$ cat src/rtl/spi_rb_pkg.sv
package spi_rb_pkg;

  localparam int unsigned BUS_W = 32;
  localparam int unsigned HALF_W = 4;

  typedef enum logic [2:0] {
    RSEL_CTRL = 3'd0,
    RSEL_CFG  = 3'd1,
    RSEL_TX   = 3'd2,
    RSEL_RX   = 3'd3,
    RSEL_STAT = 3'd4
  } rsel_e;

  typedef struct packed {
    logic       cpha;
    logic       cpol;
    logic       wide;
    logic [4:0] code;
  } xfer_cfg_t;

  // Half-period length in system clocks; illegal codes fall back to 2.
  function automatic logic [HALF_W-1:0] half_len(input logic [4:0] code);
    if (code[4] && (code[3:0] >= 4'd2)) return code[3:0];
    return HALF_W'(2);
  endfunction

endpackage

$ cat src/rtl/spi_rb_clkdiv.sv
module spi_rb_clkdiv #(
  parameter int unsigned CNT_W = 4
) (
  input  logic             clk,
  input  logic             rst,
  input  logic             run,
  input  logic [CNT_W-1:0] half,
  output logic             tick
);

  logic [CNT_W-1:0] cnt;

  assign tick = run && (cnt == half - 1'b1);

  always_ff @(posedge clk) begin
    if (rst || !run) cnt <= '0;
    else if (tick)   cnt <= '0;
    else             cnt <= cnt + 1'b1;
  end

endmodule

$ cat src/rtl/spi_rb_shifter.sv
module spi_rb_shifter
  import spi_rb_pkg::*;
#(
  parameter int unsigned WMAX = 16
) (
  input  logic                 clk,
  input  logic                 rst,
  input  logic                 start,
  input  xfer_cfg_t            cfg,
  input  logic [WMAX-1:0]      tx_word,
  input  logic                 tick,
  input  logic                 miso,
  output logic                 busy,
  output logic                 fin,
  output logic                 sclk,
  output logic                 mosi,
  output logic [WMAX-1:0]      rx_word,
  output logic [HALF_W-1:0]    half
);

  localparam int unsigned WMIN = WMAX / 2;
  localparam int unsigned EW   = $clog2(2 * WMAX);

  xfer_cfg_t       cur;
  logic [EW-1:0]   edge_idx;
  logic [WMAX-1:0] sh;
  logic [WMAX-1:0] load_val;
  logic [EW-1:0]   last_edge;
  logic            leading, launch, sample;

  assign half      = half_len(cur.code);
  assign load_val  = cfg.wide ? tx_word : {tx_word[WMIN-1:0], {WMIN{1'b0}}};
  assign last_edge = cur.wide ? EW'(2 * WMAX - 1) : EW'(2 * WMIN - 1);
  assign leading   = ~edge_idx[0];
  assign launch    = tick && (cur.cpha ? leading : !leading);
  assign sample    = tick && (cur.cpha ? !leading : leading);

  always_ff @(posedge clk) begin
    if (rst) begin
      cur      <= '0;
      busy     <= 1'b0;
      fin      <= 1'b0;
      sclk     <= 1'b0;
      mosi     <= 1'b0;
      sh       <= '0;
      rx_word  <= '0;
      edge_idx <= '0;
    end else begin
      fin <= 1'b0;
      if (!busy) begin
        sclk <= cfg.cpol;
        if (start) begin
          busy     <= 1'b1;
          cur      <= cfg;
          edge_idx <= '0;
          rx_word  <= '0;
          if (cfg.cpha) begin
            mosi <= 1'b0;
            sh   <= load_val;
          end else begin
            mosi <= load_val[WMAX-1];
            sh   <= {load_val[WMAX-2:0], 1'b0};
          end
        end
      end else if (tick) begin
        sclk     <= ~sclk;
        edge_idx <= edge_idx + 1'b1;
        if (sample) rx_word <= {rx_word[WMAX-2:0], miso};
        if (launch) begin
          mosi <= sh[WMAX-1];
          sh   <= {sh[WMAX-2:0], 1'b0};
        end
        if (edge_idx == last_edge) begin
          busy <= 1'b0;
          fin  <= 1'b1;
        end
      end
    end
  end

endmodule

$ cat src/rtl/spi_regbus_master.sv
module spi_regbus_master
  import spi_rb_pkg::*;
#(
  parameter int unsigned ADDR_W = 5,
  parameter int unsigned WMAX   = 16
) (
  input  logic              clk,
  input  logic              rst,
  input  logic              bus_wr,
  input  logic              bus_rd,
  input  logic [ADDR_W-1:0] bus_addr,
  input  logic [31:0]       bus_wdata,
  output logic [31:0]       bus_rdata,
  output logic              spi_sclk,
  output logic              spi_mosi,
  input  logic              spi_miso,
  output logic              spi_cs_n
);

  localparam int unsigned IDX_W = ADDR_W - 2;

  logic [IDX_W-1:0]  word_idx;
  logic              hit_ctrl, hit_cfg, hit_tx, hit_rx, hit_stat;
  xfer_cfg_t         cfg_q;
  logic              done_q;
  logic              busy_w, fin_w, tick_w, start_w;
  logic [WMAX-1:0]   rx_w;
  logic [HALF_W-1:0] half_w;
  logic              unused_bits;

  assign word_idx = bus_addr[ADDR_W-1:2];
  assign hit_ctrl = (word_idx == IDX_W'(RSEL_CTRL));
  assign hit_cfg  = (word_idx == IDX_W'(RSEL_CFG));
  assign hit_tx   = (word_idx == IDX_W'(RSEL_TX));
  assign hit_rx   = (word_idx == IDX_W'(RSEL_RX));
  assign hit_stat = (word_idx == IDX_W'(RSEL_STAT));
  assign start_w  = bus_wr && hit_tx && !busy_w;
  assign unused_bits = ^{bus_wdata[31:13], bus_wdata[10:6], bus_addr[1:0]};

  always_ff @(posedge clk) begin
    if (rst) begin
      spi_cs_n <= 1'b1;
      cfg_q    <= '0;
      done_q   <= 1'b0;
    end else begin
      if (bus_wr && hit_ctrl) spi_cs_n <= ~bus_wdata[0];
      if (bus_wr && hit_cfg)
        cfg_q <= '{cpha: bus_wdata[12], cpol: bus_wdata[11],
                   wide: bus_wdata[5], code: bus_wdata[4:0]};
      if (fin_w) done_q <= 1'b1;
      else if (bus_wr && hit_stat && !bus_wdata[0]) done_q <= 1'b0;
    end
  end

  always_ff @(posedge clk) begin
    if (rst) begin
      bus_rdata <= '0;
    end else if (bus_rd) begin
      bus_rdata <= '0;
      if (hit_ctrl) bus_rdata[0] <= ~spi_cs_n;
      if (hit_cfg) begin
        bus_rdata[4:0] <= cfg_q.code;
        bus_rdata[5]   <= cfg_q.wide;
        bus_rdata[11]  <= cfg_q.cpol;
        bus_rdata[12]  <= cfg_q.cpha;
      end
      if (hit_rx) bus_rdata[WMAX-1:0] <= rx_w;
      if (hit_stat) bus_rdata[1:0] <= {busy_w, done_q};
    end
  end

  spi_rb_clkdiv #(.CNT_W(HALF_W)) u_div (
    .clk  (clk),
    .rst  (rst),
    .run  (busy_w),
    .half (half_w),
    .tick (tick_w)
  );

  spi_rb_shifter #(.WMAX(WMAX)) u_shift (
    .clk     (clk),
    .rst     (rst),
    .start   (start_w),
    .cfg     (cfg_q),
    .tx_word (bus_wdata[WMAX-1:0]),
    .tick    (tick_w),
    .miso    (spi_miso),
    .busy    (busy_w),
    .fin     (fin_w),
    .sclk    (spi_sclk),
    .mosi    (spi_mosi),
    .rx_word (rx_w),
    .half    (half_w)
  );

endmodule

$ cat config.mk
export PLATFORM = sky130hd
export DESIGN_NAME = spi_regbus_master
export DESIGN_NICKNAME = d
export VERILOG_FILES = /design/src/rtl/spi_rb_pkg.sv /design/src/rtl/spi_rb_clkdiv.sv /design/src/rtl/spi_rb_shifter.sv /design/src/rtl/spi_regbus_master.sv
export SDC_FILE = /design/constraint.sdc
export NUM_CORES = 1
export LEC_CHECK = 0
export ABC_AREA = 0
export BUFFER_PORTS_ARGS = -buffer_cell sky130_fd_sc_hd__buf_2
export CORE_MARGIN = 1.5
export CORE_UTILIZATION = 40
export DETAILED_ROUTE_END_ITERATION = 8
export PLACE_DENSITY = 0.73
export SYNTH_ARGS = -nofsm -noshare
export SYNTH_HDL_FRONTEND = slang
export SYNTH_SLANG_ARGS = --single-unit
$ cat constraint.sdc
create_clock -name clk -period 3.9 [get_ports clk]
set_input_delay 0.195 -clock clk [delete_from_list [all_inputs] [get_ports clk]]
set_output_delay 0.195 -clock clk [all_outputs]
set_load 0.005 [all_outputs]
* Yosys cells after proc, flatten, opt, wreduce, memory -nomap -nowiden
Index checks and enable logic that the tools add are counted.
** Word-level totals
- Output and inout port bits :: 35
- Word-level logic and storage cells :: 97
- Register bits :: 78
** Operators by class
- Magnitude comparators :: 1
- Reductions and logical operators :: 22
- Equal/unequal tests :: 9
- $add $sub $neg :: 3
- Mux-type cells :: 38
- Bitwise operators :: 6
** Operators by type and width (number)
- 2-to-1 mux 16 bit :: 11
- 2-to-1 mux 5 bit :: 4
- 2-to-1 mux 1 bit :: 18
- logical AND 1 bit :: 10
- 2-to-1 mux 4 bit :: 2
- == test 3 x 2 -> 1 bit, second input constant :: 2
- 2-to-1 mux 6 bit :: 1
- inverter 1 bit :: 6
- AND reduction 3 bit :: 2
- adder 5 x 1 -> 5 bit, second input constant :: 1
- == test 5 bit :: 1
- adder 4 x 1 -> 4 bit, second input constant :: 1
- == test 4 bit :: 1
- >= comparator 4 x 2 -> 1 bit, second input constant :: 1
- 2-to-1 mux 2 bit :: 2
- inequality test 2 bit, second input constant :: 2
- AND reduction 2 bit :: 2
- nonzero test 2 bit :: 2
- subtractor 4 x 1 -> 4 bit, second input constant :: 1
- == test 3 x 1 -> 1 bit, second input constant :: 1
- == test 3 bit, second input constant :: 1
- zero test 3 bit :: 1
- OR reduction 3 bit :: 1
- zero test 1 bit :: 2
- other kinds (3) :: 3

* Depth between registers and ports, before layout
Gate-level depths: netlist (run 1).
- Depth after elaboration :: 11
- Gate-level depth with buffers :: 11
- Mapped depth without buffers :: 8

* Hierarchy
Synthesis (run 1) repeated with hierarchy kept, for this count alone.
** Second synthesis, totals
- Cell total of the unflattened synthesis :: 428
- Area total of the unflattened synthesis :: 4012.6 µm²
** By module, submodules not included
- spi_rb_shifter :: times used 1, area each 2461.1 µm², cells each 258, seq. area each 960.9 µm²
- spi_regbus_master :: times used 1, area each 1310.0 µm², cells each 145, seq. area each 520.5 µm²
- spi_rb_clkdiv :: times used 1, area each 241.5 µm², cells each 25, seq. area each 80.1 µm²

* Worst setup path after synthesis (run 1)
OpenSTA, ideal clock, no wires.
- Path kind :: register to register
- From :: reg u_shift.cur[2] in the netlist's numbering
- To :: reg u_shift.rx_word[15]
- Slack :: 1292 ps
- Data required time :: 3780 ps
- Library setup time :: 120 ps
- Stages on the path, launching flop included :: 11
- Buffers on the path :: 3
- Arrival time :: 2489 ps
- Cells stage by stage :: dfxtp_1 -> o311ai_1 -> ha_1 -> xor2_1 -> xnor2_1 -> or4_1 -> buf_2 -> or3_1 -> buf_4 -> buf_6 -> mux2i_1
** Between the ends
- Cells in the longest elaborated chain, start to end :: 10
** Ends and longest elaborated chain
- from (decl) :: RTL line spi_rb_shifter.sv:24 : xfer_cfg_t cur;
- from (signal assigned) :: RTL line spi_rb_shifter.sv:54 : cur <= cfg;
- >= comparator 4 x 2 -> 1 bit :: RTL line spi_rb_pkg.sv:23 : if (code[4] && (code[3:0] >= 4'd2)) return code[3:0];
- logical AND 1 bit :: RTL line spi_rb_pkg.sv:23
- 2-to-1 mux 1 bit :: RTL line spi_rb_pkg.sv:23
- 2-to-1 mux 4 bit * :: RTL line spi_rb_pkg.sv:24 : return HALF_W'(2);
- subtractor 4 x 1 -> 4 bit * :: RTL line spi_rb_clkdiv.sv:13 : assign tick = run && (cnt == half - 1'b1);
- == test 4 bit * :: RTL line spi_rb_clkdiv.sv:13
- logical AND 1 bit * :: RTL line spi_rb_clkdiv.sv:13
- logical AND 1 bit :: RTL line spi_rb_shifter.sv:36 : assign sample = tick && (cur.cpha ? !leading : leading);
- inequality test 2 bit (no line)
- AND reduction 3 bit (no line) *
- to (signal assigned) :: RTL line spi_rb_shifter.sv:68 : if (sample) rx_word <= {rx_word[WMAX-2:0], miso};
- to (decl) :: RTL line spi_rb_shifter.sv:17 : output logic [WMAX-1:0] rx_word,
Every way passes the cells marked *; elsewhere a longest branch is shown, timed or not. The select of a mux whose other input is x is not followed.
A chain may end at the register's enable or synchronous reset.

* Worst setup path in the final report (run 1)
- From :: reg u_shift.cur[1] in the netlist's numbering
- To :: reg u_shift.rx_word[3]
Same word-level chain as after synthesis.

==> results.tsv, run 1 <==
stage	metric	value	unit
status	outcome	finished clean	
yosys	cell area after synthesis	3810	um^2
clock_network	Worst-Skew Late Latency	0.35	ns
floorplan	Die Wd	101	um
power	Switching Share	0.236	
power	Lkg Pwr	1.77	nW
timing	slew margin rel.	0.254	
yosys	syn_area_per_cell	8.66	um^2
clock_network	CTS tree	built	
yosys	Distinct cells, synth	39	
detailed_routing	Avg WL per Cell	12.9	um
placement	Placed Cells	585	
worst_setup_path	Startpoint Class	flop	
floorplan	IO Pins	77	
clock_network	Root Driver	clkbuf_8	
timing	fin. max-slew vios	0	
clock_network	Longest Clk Path Bufs	2	
clock_network	Post-CTS Setup Bufs	0	
timing	Fin Setup TNS	0	ns
layout	layout cell share with drive strength beyond 1	0.161	
placement	Port-buffer cells	42	
timing	fmax	0.332	GHz
yosys	Post-Synthesis Cells	440	
clock_network	cts hold-fix bufs	0	
global_routing	vias in the first global route	2683	
placement	hpwl dp	5340	um
clock_network	Post-CTS Resized	0	
detailed_routing	initial detailed-routing violation count	145	
layout	Final nets	512	
timing	clock skew	0.00891	ns
floorplan	core area	9240	um^2
floorplan	Die H	101	um
clock_network	H-tree depth	3	
layout	synth-to-layout area growth	11.8	%
min_path	Hold WC Path Type	primary input to flop	
detailed_routing	total number of vias	2994	
clock_network	clock transition at the registers of the reported paths	0.08	ns
detailed_routing	DRC viols	0	
power	switching pwr	0.376	mW
timing	post-layout minimum cycle time	3.01	ns
floorplan	initial core utilization	0.412	
yosys	sequential area share after synthesis	0.410	
detailed_routing	total routed wirelength	7740	um
detailed_routing	via/cell ratio	4.98	
timing	Final period util	0.772	
clock_network	CTS Sinks	78	
global_routing	GRT Resource Usage Total	0.158	
flow_run	Max-Cap Viols	0	
worst_setup_path	CP Capture Type	flop	
global_routing	largest net degree at the start of global routing	50	
timing	final hold violation count	0	
global_routing	GRT overflow	0	
power	Power Density	375	nW/um^2
global_routing	initial antenna violation count	0	
worst_setup_path	required time worst endpoint	4.16	ns
global_routing	first-pass GRT wire length	12800	um
yosys	Synth Register Bits	78	
detailed_routing	post-route ant nets	0	
detailed_routing	drt pass-1 iters	5	
power	Reg power frac	0.507	
clock_network	total CTS buffers	9	
power	Comb pwr share	0.062	
timing	Slew @ Worst Pin	1.12	ns
floorplan	die area	10100	um^2
worst_setup_path	Max FO, Critical Path	16	
placement	RePlAce Congestion	0.791	
timing	Setup violations, final	0	
power	Internal Power	1.22	mW
timing	RSZ-0062 raised after global routing	no	
yosys	warnings from Yosys	0	
power	Worst VDD drop	0.000199	V
power	clock power share	0.432	
layout	Inserted Diodes	0	
worst_setup_path	CP Class	flop to flop	
layout	Final Non-Filler Cells	601	
floorplan	Rows	35	
worst_setup_path	CP arrival	3.27	ns
[Yosys cell counts]
master    count  area (um^2)
a211oi_1      2         15.0
a21oi_1      26          130
a31o_2        1         8.76
a31oi_2       1         12.5
a32oi_1       1         8.76
and2_1        1         6.26
and3_1        4         25.0
and3b_1       1         8.76
buf_1         6         22.5
buf_2         2         10.0
buf_4        17          128
buf_6         1         11.3
clkbuf_1     19         71.3
clkinv_1      1         3.75
conb_1        1         3.75
dfxtp_1      78         1560
ha_1          3         37.5
inv_1         1         3.75
mux2_2       11          124
mux2i_1      63          631
nand2_1      83          312
nand2b_1      7         43.8
nand3_1       7         35.0
nand4b_1      1         8.76
nor2_1       36          135
nor2b_1      19          119
nor3_1        2         10.0
nor3b_1       1         7.51
nor4_1        2         12.5
o211ai_1      8         60.1
o21ai_0      12         60.1
o311ai_0      2         17.5
o311ai_1      1         8.76
o311ai_2      1         16.3
o31ai_1       3         22.5
or3_1         4         25.0
or4_1         1         7.51
xnor2_1       6         52.6
xor2_1        4         35.0
[critical path, cell delays in order (launching register included)]
cell and delay [ns]:
dfxtp_1 0.35, o311ai_1 0.42, ha_1 0.23, xor2_1 0.18
xnor2_1 0.10, or4_1 0.60, or3_1 0.73, mux2i_1 0.31
[cell type report]
class	count	area, um^2
fill	881	4980
clock inverter	6	95.1
sequential	78	1560
multi-input combinational	330	2060
clock buffer	10	138
timing repair buffer	46	240
inverter	2	7.51
tap	129	161
[sequential cells by signal, summed over array words and instances, names as in the netlist]
signal / flops
bus_rdata: 16
cfg_q: 8
done_q: 1
spi_cs_n: 1
u_div.cnt: 4
u_shift.busy: 1
u_shift.cur: 7
u_shift.edge_idx: 5
u_shift.fin: 1
u_shift.mosi: 1
u_shift.rx_word: 16
u_shift.sclk: 1
u_shift.sh: 16
[logic make-up (layout without fill, tap and decap cells)]
family / after synthesis / after routing / synth area share
xor+xnor: 10 / 10 / 0.0230
flops: 78 / 78 / 0.410
compound gates: 58 / 58 / 0.0946
other cells: 1 / 16 / 0.000984
buf+inv: 47 / 64 / 0.0657
simple gates: 169 / 169 / 0.198
mux: 74 / 74 / 0.198
fa+ha+maj: 3 / 3 / 0.00985
[final timing paths]
check / startpoint / to / slack [ns] / cells after the start
max: u_shift.cur[1] / u_shift.rx_word[3] / 0.89 / 7
min: spi_miso / u_shift.rx_word[0] / 0.09 / 3
max reg2reg: u_shift.cur[1] / u_shift.rx_word[3] / 0.89 / 7
min reg2reg: u_shift.sh[12] / u_shift.sh[12] / 0.46 / 2
[power groups by stage]
| stage | registers [mW] | clock network (mW) | logic (mW) |
|---|---|---|---|
| finish | 0.809 | 0.689 | 0.0984 |
| global route | 0.810 | 0.735 | 0.110 |
| CTS | 0.809 | 0.701 | 0.0986 |
| detailed placement | 0.828 | 0 | 0.0983 |
| global placement | 0.828 | 0 | 0.0964 |
| floorplan | 0.824 | 0 | 0.0797 |
[metrics by stage]
step                      worst slack [ns]  cell area (um^2)  total power [mW]  utilization  hold WS, ns
after detailed placement             0.892              4030             0.926        0.436        0.447
after global routing                 0.622              4260              1.65        0.461        0.110
final                                0.890              4260              1.60        0.461       0.0932
after CTS                            0.852              4260              1.61        0.461       0.0811
after global placement               0.946              4030             0.924        0.436        0.440
after floorplan                       1.29              3870             0.904            -        0.334
[cell usage in the layout, fill, tap and decap left out, types with 2 or more instances in the layout]
cell	instances
and3_1	4
conb_1	16
xor2_1	4
dfxtp_1	78
nor2_1	36
nand2_1	83
buf_2	42
buf_4	4
nand3_1	7
nor4_1	2
nand2b_1	7
or3_1	4
o31ai_1	3
mux2i_1	63
o311ai_0	2
o211ai_1	8
xnor2_1	6
mux2_2	11
bufinv_16	2
a211oi_1	2
o21ai_0	12
clkbuf_8	10
a21oi_1	26
clkinv_4	4
nor3_1	2
ha_1	3
nor2b_1	19
[routing by layer]
metal,track usage,share of wire
met5,0,0
met2,0.251,0.48
met1,0.212,0.46
met3,0.0298,0.045
met4,0.0628,0.015
Power figures use the tool's default switching activity.
==> run 2, diff against run 1 <==
Clock period 3.9 ns to 2.8 ns, I/O delays scaled along.
==> results.tsv, run 2 (same netlist as run 1, synthesis figures left out) <==
stage	metric	value	unit	change
power	Worst VDD drop	0.000321	V	+61%
detailed_routing	total routed wirelength	8090	um	+4.5%
worst_setup_path	slowest stage delay, CP	0.49	ns	-0.24 ns
timing	Setup violations, final	0		unchanged
clock_network	Longest Clk Path Bufs	2		unchanged
global_routing	initial antenna violation count	0		unchanged
layout	Final Non-Filler Cells	608		+1.2%
timing	slew margin rel.	0.534		+0.280
timing	post-layout minimum cycle time	2.64	ns	-0.369 ns
timing	final hold violation count	0		unchanged
floorplan	Rows	35		unchanged
clock_network	total CTS buffers	9		unchanged
timing	Slew @ Worst Pin	0.698	ns	-0.418 ns
detailed_routing	total number of vias	3041		+1.6%
clock_network	Worst-Skew Late Latency	0.35	ns	about the same
worst_setup_path	crit-path cells	o311ai_2, ha_1, xor2_1, xnor2_1, or4_1, or3_1, buf_4, mux2i_1		
timing	RSZ-0062 raised after global routing	no		
global_routing	vias in the first global route	2743		+2.2%
min_path	Hold Crit Depth	3		unchanged
worst_setup_path	worst r2r path cells	8		+1
min_path	WHS Endpoint	u_shift.rx_word[0]		
worst_setup_path	CP Class	flop to flop		
status	outcome	finished clean		
min_path	Hold WC Path Type	primary input to flop		
floorplan	initial core utilization	0.412		unchanged
global_routing	largest net degree at the start of global routing	44		-12%
placement	Port-buffer cells	42		unchanged
floorplan	IO Pins	77		unchanged
placement	hpwl dp	5630	um	+5.4%
worst_setup_path	CP delay by family, top	simple AND/OR/NAND/NOR gates		
timing	fmax	0.379	GHz	+14%
detailed_routing	DRC viols	0		unchanged
detailed_routing	Avg WL per Cell	13.3	um	+3.3%
floorplan	core area	9240	um^2	unchanged
worst_setup_path	RR Endpoint	u_shift.rx_word[7]		
worst_setup_path	FF-to-FF setup slack	0.16	ns	-0.73 ns
min_path	hold_sp	spi_miso		
detailed_routing	drt pass-1 iters	4		-1
layout	Final nets	519		+1.4%
flow_run	Max-Cap Viols	0		unchanged
layout	synth-to-layout area growth	13.1	%	
worst_setup_path	CP Capture Type	flop		
power	Lkg Pwr	1.79	nW	+1.5%
worst_setup_path	reg2reg start	u_shift.cur[1]		
worst_setup_path	Critical-path top delay cell	or4_1		
clock_network	Root Driver	clkbuf_8		
clock_network	CTS Sinks	78		unchanged
timing	Fin Setup TNS	0	ns	unchanged
timing	fin. max-slew vios	0		unchanged
layout	commonest non-fill, non-tap cells in the layout	83 x nand2_1, 78 x dfxtp_1, 63 x mux2i_1		
floorplan	die area	10100	um^2	unchanged
global_routing	GRT Resource Usage Total	0.167		+0.00850
power	Power Density	504	nW/um^2	+35%
timing	clock skew	0.00863	ns	-0.000285 ns
placement	RePlAce Congestion	0.813		+2.8%
clock_network	cts hold-fix bufs	0		unchanged
floorplan	Die Wd	101	um	unchanged
floorplan	Die H	101	um	unchanged
detailed_routing	post-route ant nets	0		unchanged
clock_network	CTS tree	built		
layout	fillers	875		-0.68%
detailed_routing	via/cell ratio	5.00		+0.40%
layout	Inserted Diodes	0		unchanged
worst_setup_path	Max FO, Critical Path	16		unchanged
global_routing	GRT overflow	0		unchanged
worst_setup_path	required time worst endpoint	3.02	ns	-1.14 ns
layout	biggest regs	bus_rdata: 16 flops, u_shift.rx_word: 16 flops, u_shift.sh: 16 flops		
layout	most common cell after layout, fill and taps aside	nand2_1		
worst_setup_path	CP Buf/Inv Count	1		+1
global_routing	first-pass GRT wire length	13500	um	+5.1%
timing	Final period util	0.943		+0.171
worst_setup_path	Startpoint Class	flop		
detailed_routing	initial detailed-routing violation count	179		+23%
worst_setup_path	CP arrival	2.86	ns	-0.41 ns
layout	layout cell share with drive strength beyond 1	0.177		+0.0164
clock_network	H-tree depth	3		unchanged
clock_network	clock transition at the registers of the reported paths	0.08	ns	about the same
placement	Placed Cells	592		+1.2%
==> run 2: cell count changes in the layout (fill, tap and decap cells not counted), sizes merged <==
cell and change:
clkbuf +3, bufinv -1, clkinv -2, buf +7
==> run 2: final cells by class <==
cell class                      instances  area (um^2)  share of cell area
Timing Repair Buffer                   53          293              0.0679
Tap cell                              129          161              0.0374
Multi-Input combinational cell        330         2070               0.480
Sequential cell                        78         1560               0.362
Clock inverter                          3         40.0             0.00929
Inverter                                2         7.51             0.00174
Clock buffer                           13          179              0.0415
==> run 2: worst max-delay path by stage <==
stage              startpoint                  end  cells after the start
6_report       u_shift.cur[1]   u_shift.rx_word[7]                      8
4_1_cts        u_shift.cur[1]        u_shift.sh[9]                      8
3_5_place_dp   u_shift.cur[2]        u_shift.sh[9]                      8
2_1_floorplan  u_shift.cur[2]  u_shift.rx_word[15]                     10
5_1_grt        u_shift.cur[1]        u_shift.sh[2]                      8
3_3_place_gp   u_shift.cur[1]        u_shift.sh[9]                      8
==> run 2: what timing repair did <==
| action | 4_1_cts | 5_1_grt |
|---|---|---|
| gates resized for setup | 0 | 2 |
| buffers inserted | 0 | 0 |
| endpoints found under the setup margin | 0 | 33 |
==> run 2: per-stage QoR <==
stage	hold slack [ns]	total power [mW]	area, um^2	util	setup WS, ns
after global placement	0.401	1.29	4080	0.441	0.271
final	0.0313	2.17	4310	0.467	0.159
after CTS	0.0258	2.19	4300	0.465	0.0788
after detailed placement	0.398	1.29	4080	0.441	0.122
after global routing	0.0338	2.25	4310	0.467	0.00154
after floorplan	0.279	1.26	3870	-	0.192
==> run 2: layer usage <==
metal,vias up,global-route usage,share of wire
met5,-,0,0
met4,0,0.0574,0.0087
met3,7,0.0374,0.035
met2,54,0.267,0.49
met1,1449,0.221,0.47
li1,1531,-,-
==> run 2: report_power, final <==
part / total, mW / switching (mW) / internal, mW
logic: 0.144 / 0.0912 / 0.0533
clock network: 0.904 / 0.397 / 0.507
registers: 1.13 / 0.00880 / 1.12
total: 2.17 / 0.497 / 1.68
==> run 2: worst min-delay path, stage by stage <==
cell and delay [ns]:
buf_2 0.10, nand2_1 0.05, mux2i_1 0.05
==> run 3, diff against run 2 <==
Settings changed: SETUP_SLACK_MARGIN set to 0.4.
==> results.tsv, run 3 (same netlist as run 1, synthesis figures left out) <==
stage	metric	value	unit	change
status	outcome	finished clean		
clock_network	H-tree depth	3		unchanged
clock_network	cts hold-fix bufs	0		unchanged
clock_network	clock transition at the registers of the reported paths	0.08	ns	about the same
timing	fmax	0.420	GHz	+11%
clock_network	Worst-Skew Late Latency	0.36	ns	about the same
global_routing	met1 Use GR	0.213		-0.00784
detailed_routing	total number of vias	3019		-0.72%
worst_setup_path	Max FO, Critical Path	16		unchanged
min_path	Hold WC Path Type	primary input to flop		
floorplan	IO Pins	77		unchanged
detailed_routing	drt pass-1 iters	5		+1
timing	post-layout minimum cycle time	2.38	ns	-0.261 ns
global_routing	largest net degree at the start of global routing	49		+11%
detailed_routing	Avg WL per Cell	13.6	um	+1.9%
global_routing	vias in the first global route	2920		+6.5%
floorplan	Die Wd	101	um	unchanged
placement	Placed Cells	593		+0.17%
min_path	WHS Endpoint	u_shift.rx_word[0]		
worst_setup_path	required time worst endpoint	3.04	ns	+0.02 ns
floorplan	initial core utilization	0.412		unchanged
worst_setup_path	CP Class	flop to flop		
layout	Inserted Diodes	0		unchanged
detailed_routing	initial detailed-routing violation count	171		-4.5%
global_routing	global routing usage on met2	0.286		+0.0192
min_path	Hold Crit Depth	3		unchanged
layout	biggest regs	bus_rdata: 16 flops, u_shift.rx_word: 16 flops, u_shift.sh: 16 flops		
global_routing	GRT Resource Usage Total	0.171		+0.00496
power	Internal Power	1.61	mW	-3.8%
power	Reg power frac	0.524		+0.006
layout	design area	4480	um^2	+3.9%
timing	final hold violation count	0		unchanged
power	Worst VDD drop	0.000227	V	-29%
placement	Placed Instance Area	4110	um^2	+0.74%
floorplan	die area	10100	um^2	unchanged
clock_network	total CTS buffers	9		unchanged
worst_setup_path	RR Endpoint	u_shift.rx_word[13]		
worst_setup_path	CP arrival	2.62	ns	-0.24 ns
min_path	hold_sp	spi_miso		
placement	Port-buffer cells	42		unchanged
power	Total Power	2.15	mW	-1.2%
global_routing	first-pass GRT wire length	13700	um	+1.4%
worst_setup_path	reg2reg start	u_shift.cur[3]		
power	switching pwr	0.535	mW	+7.6%
layout	layout cell share with drive strength beyond 1	0.214		+0.0370
power	Power Density	479	nW/um^2	-5.0%
clock_network	Root Driver	clkbuf_8		
worst_setup_path	CP Capture Type	flop		
placement	RePlAce Congestion	0.810		-0.41%
detailed_routing	via/cell ratio	4.92		-1.7%
floorplan	core area	9240	um^2	unchanged
worst_setup_path	Startpoint Class	flop		
timing	Fin Setup TNS	0	ns	unchanged
timing	Setup violations, final	0		unchanged
layout	Final nets	525		+1.2%
timing	slew margin rel.	0.520		-0.0139
layout	fillers	886		+1.3%
worst_setup_path	worst r2r path cells	8		unchanged
detailed_routing	DRC viols	0		unchanged
timing	fin. max-slew vios	0		unchanged
floorplan	Die H	101	um	unchanged
floorplan	Rows	35		unchanged
power	Switching Share	0.249		+0.0204
clock_network	CTS tree	built		
worst_setup_path	FF-to-FF setup slack	0.42	ns	+0.26 ns
global_routing	busiest layer in global routing	met2		
clock_network	Longest Clk Path Bufs	2		unchanged
global_routing	met3 usage	0.0388		+0.00139
placement	hpwl dp	5640	um	+0.11%
power	clock power share	0.406		-0.010
clock_network	CTS Sinks	78		unchanged
power	Lkg Pwr	1.85	nW	+3.0%
timing	clock skew	0.0143	ns	+0.00572 ns
timing	Final period util	0.850		-0.0932
layout	commonest non-fill, non-tap cells in the layout	83 x nand2_1, 74 x dfxtp_1, 63 x mux2i_1		
detailed_routing	post-route ant nets	0		unchanged
layout	most common cell after layout, fill and taps aside	nand2_1		
detailed_routing	total routed wirelength	8330	um	+2.9%
global_routing	initial antenna violation count	0		unchanged
layout	synth-to-layout area growth	17.6	%	
global_routing	GRT overflow	0		unchanged
timing	RSZ-0062 raised after global routing	yes		
timing	Slew @ Worst Pin	0.719	ns	+0.0208 ns
flow_run	Max-Cap Viols	0		unchanged
layout	Final Non-Filler Cells	614		+0.99%
power	Comb pwr share	0.070		+0.004
-- run 3: timing repair --
item | in CTS | in global routing
resized for setup | 11 | 11
setup endpoints to repair | 31 | 40
pin swaps | 4 | 5
setup buffers | 1 | 4
-- run 3: critical path, stage by stage, from the launching register on --
cell	delay, ns
dfxtp_4	0.37
o311ai_4	0.33
ha_4	0.21
xor2_4	0.16
xnor2_2	0.12
or4_4	0.44
or3_4	0.35
buf_12	0.17
mux2i_1	0.12
-- run 3: metrics by stage --
step,worst slack (ns),hold slack [ns],util
2_1_floorplan,0.292,0.279,-
3_3_place_gp,0.347,0.402,0.445
3_5_place_dp,0.223,0.401,0.445
4_1_cts,0.403,0.0289,0.472
5_1_grt,0.322,0.0499,0.485
6_report,0.420,0.0364,0.485
-- run 3: worst max-delay path by stage --
stage / from / cells after the start / to / slack, ns
2_1_floorplan: u_shift.cur[3] / 10 / u_shift.rx_word[15] / 0.29
3_3_place_gp: u_shift.cur[4] / 8 / u_shift.sh[2] / 0.35
3_5_place_dp: u_shift.cur[3] / 8 / u_shift.sh[2] / 0.22
4_1_cts: u_shift.cur[1] / 7 / u_shift.rx_word[15] / 0.40
5_1_grt: u_shift.cur[2] / 9 / u_shift.rx_word[13] / 0.32
6_report: u_shift.cur[3] / 8 / u_shift.rx_word[13] / 0.42
-- run 3: per-layer routing --
layer	up-vias	routed length, um	part of all wire
li1	1540	-	-
met2	63	4120	0.50
met1	1410	3720	0.45
met4	0	116	0.014
met5	-	0	0
met3	6	366	0.044
-- run 3: layout make-up --
class,count,area (um^2),share of cell area
clock buffer,10,138,0.0307
clock inverter,6,68.8,0.0154
inverter,2,7.51,0.00168
multi-input combinational,330,2170,0.485
sequential,78,1570,0.351
tap,129,161,0.0360
timing repair buffer,59,363,0.0810
-- run 3: power by group through the flow --
stage          clock network [mW]  registers (mW)  logic [mW]
6_report                    0.873            1.12       0.150
5_1_grt                     0.939            1.13       0.167
4_1_cts                     0.893            1.13       0.146
3_5_place_dp                    0            1.15       0.144
3_3_place_gp                    0            1.15       0.140
2_1_floorplan                   0            1.15       0.111
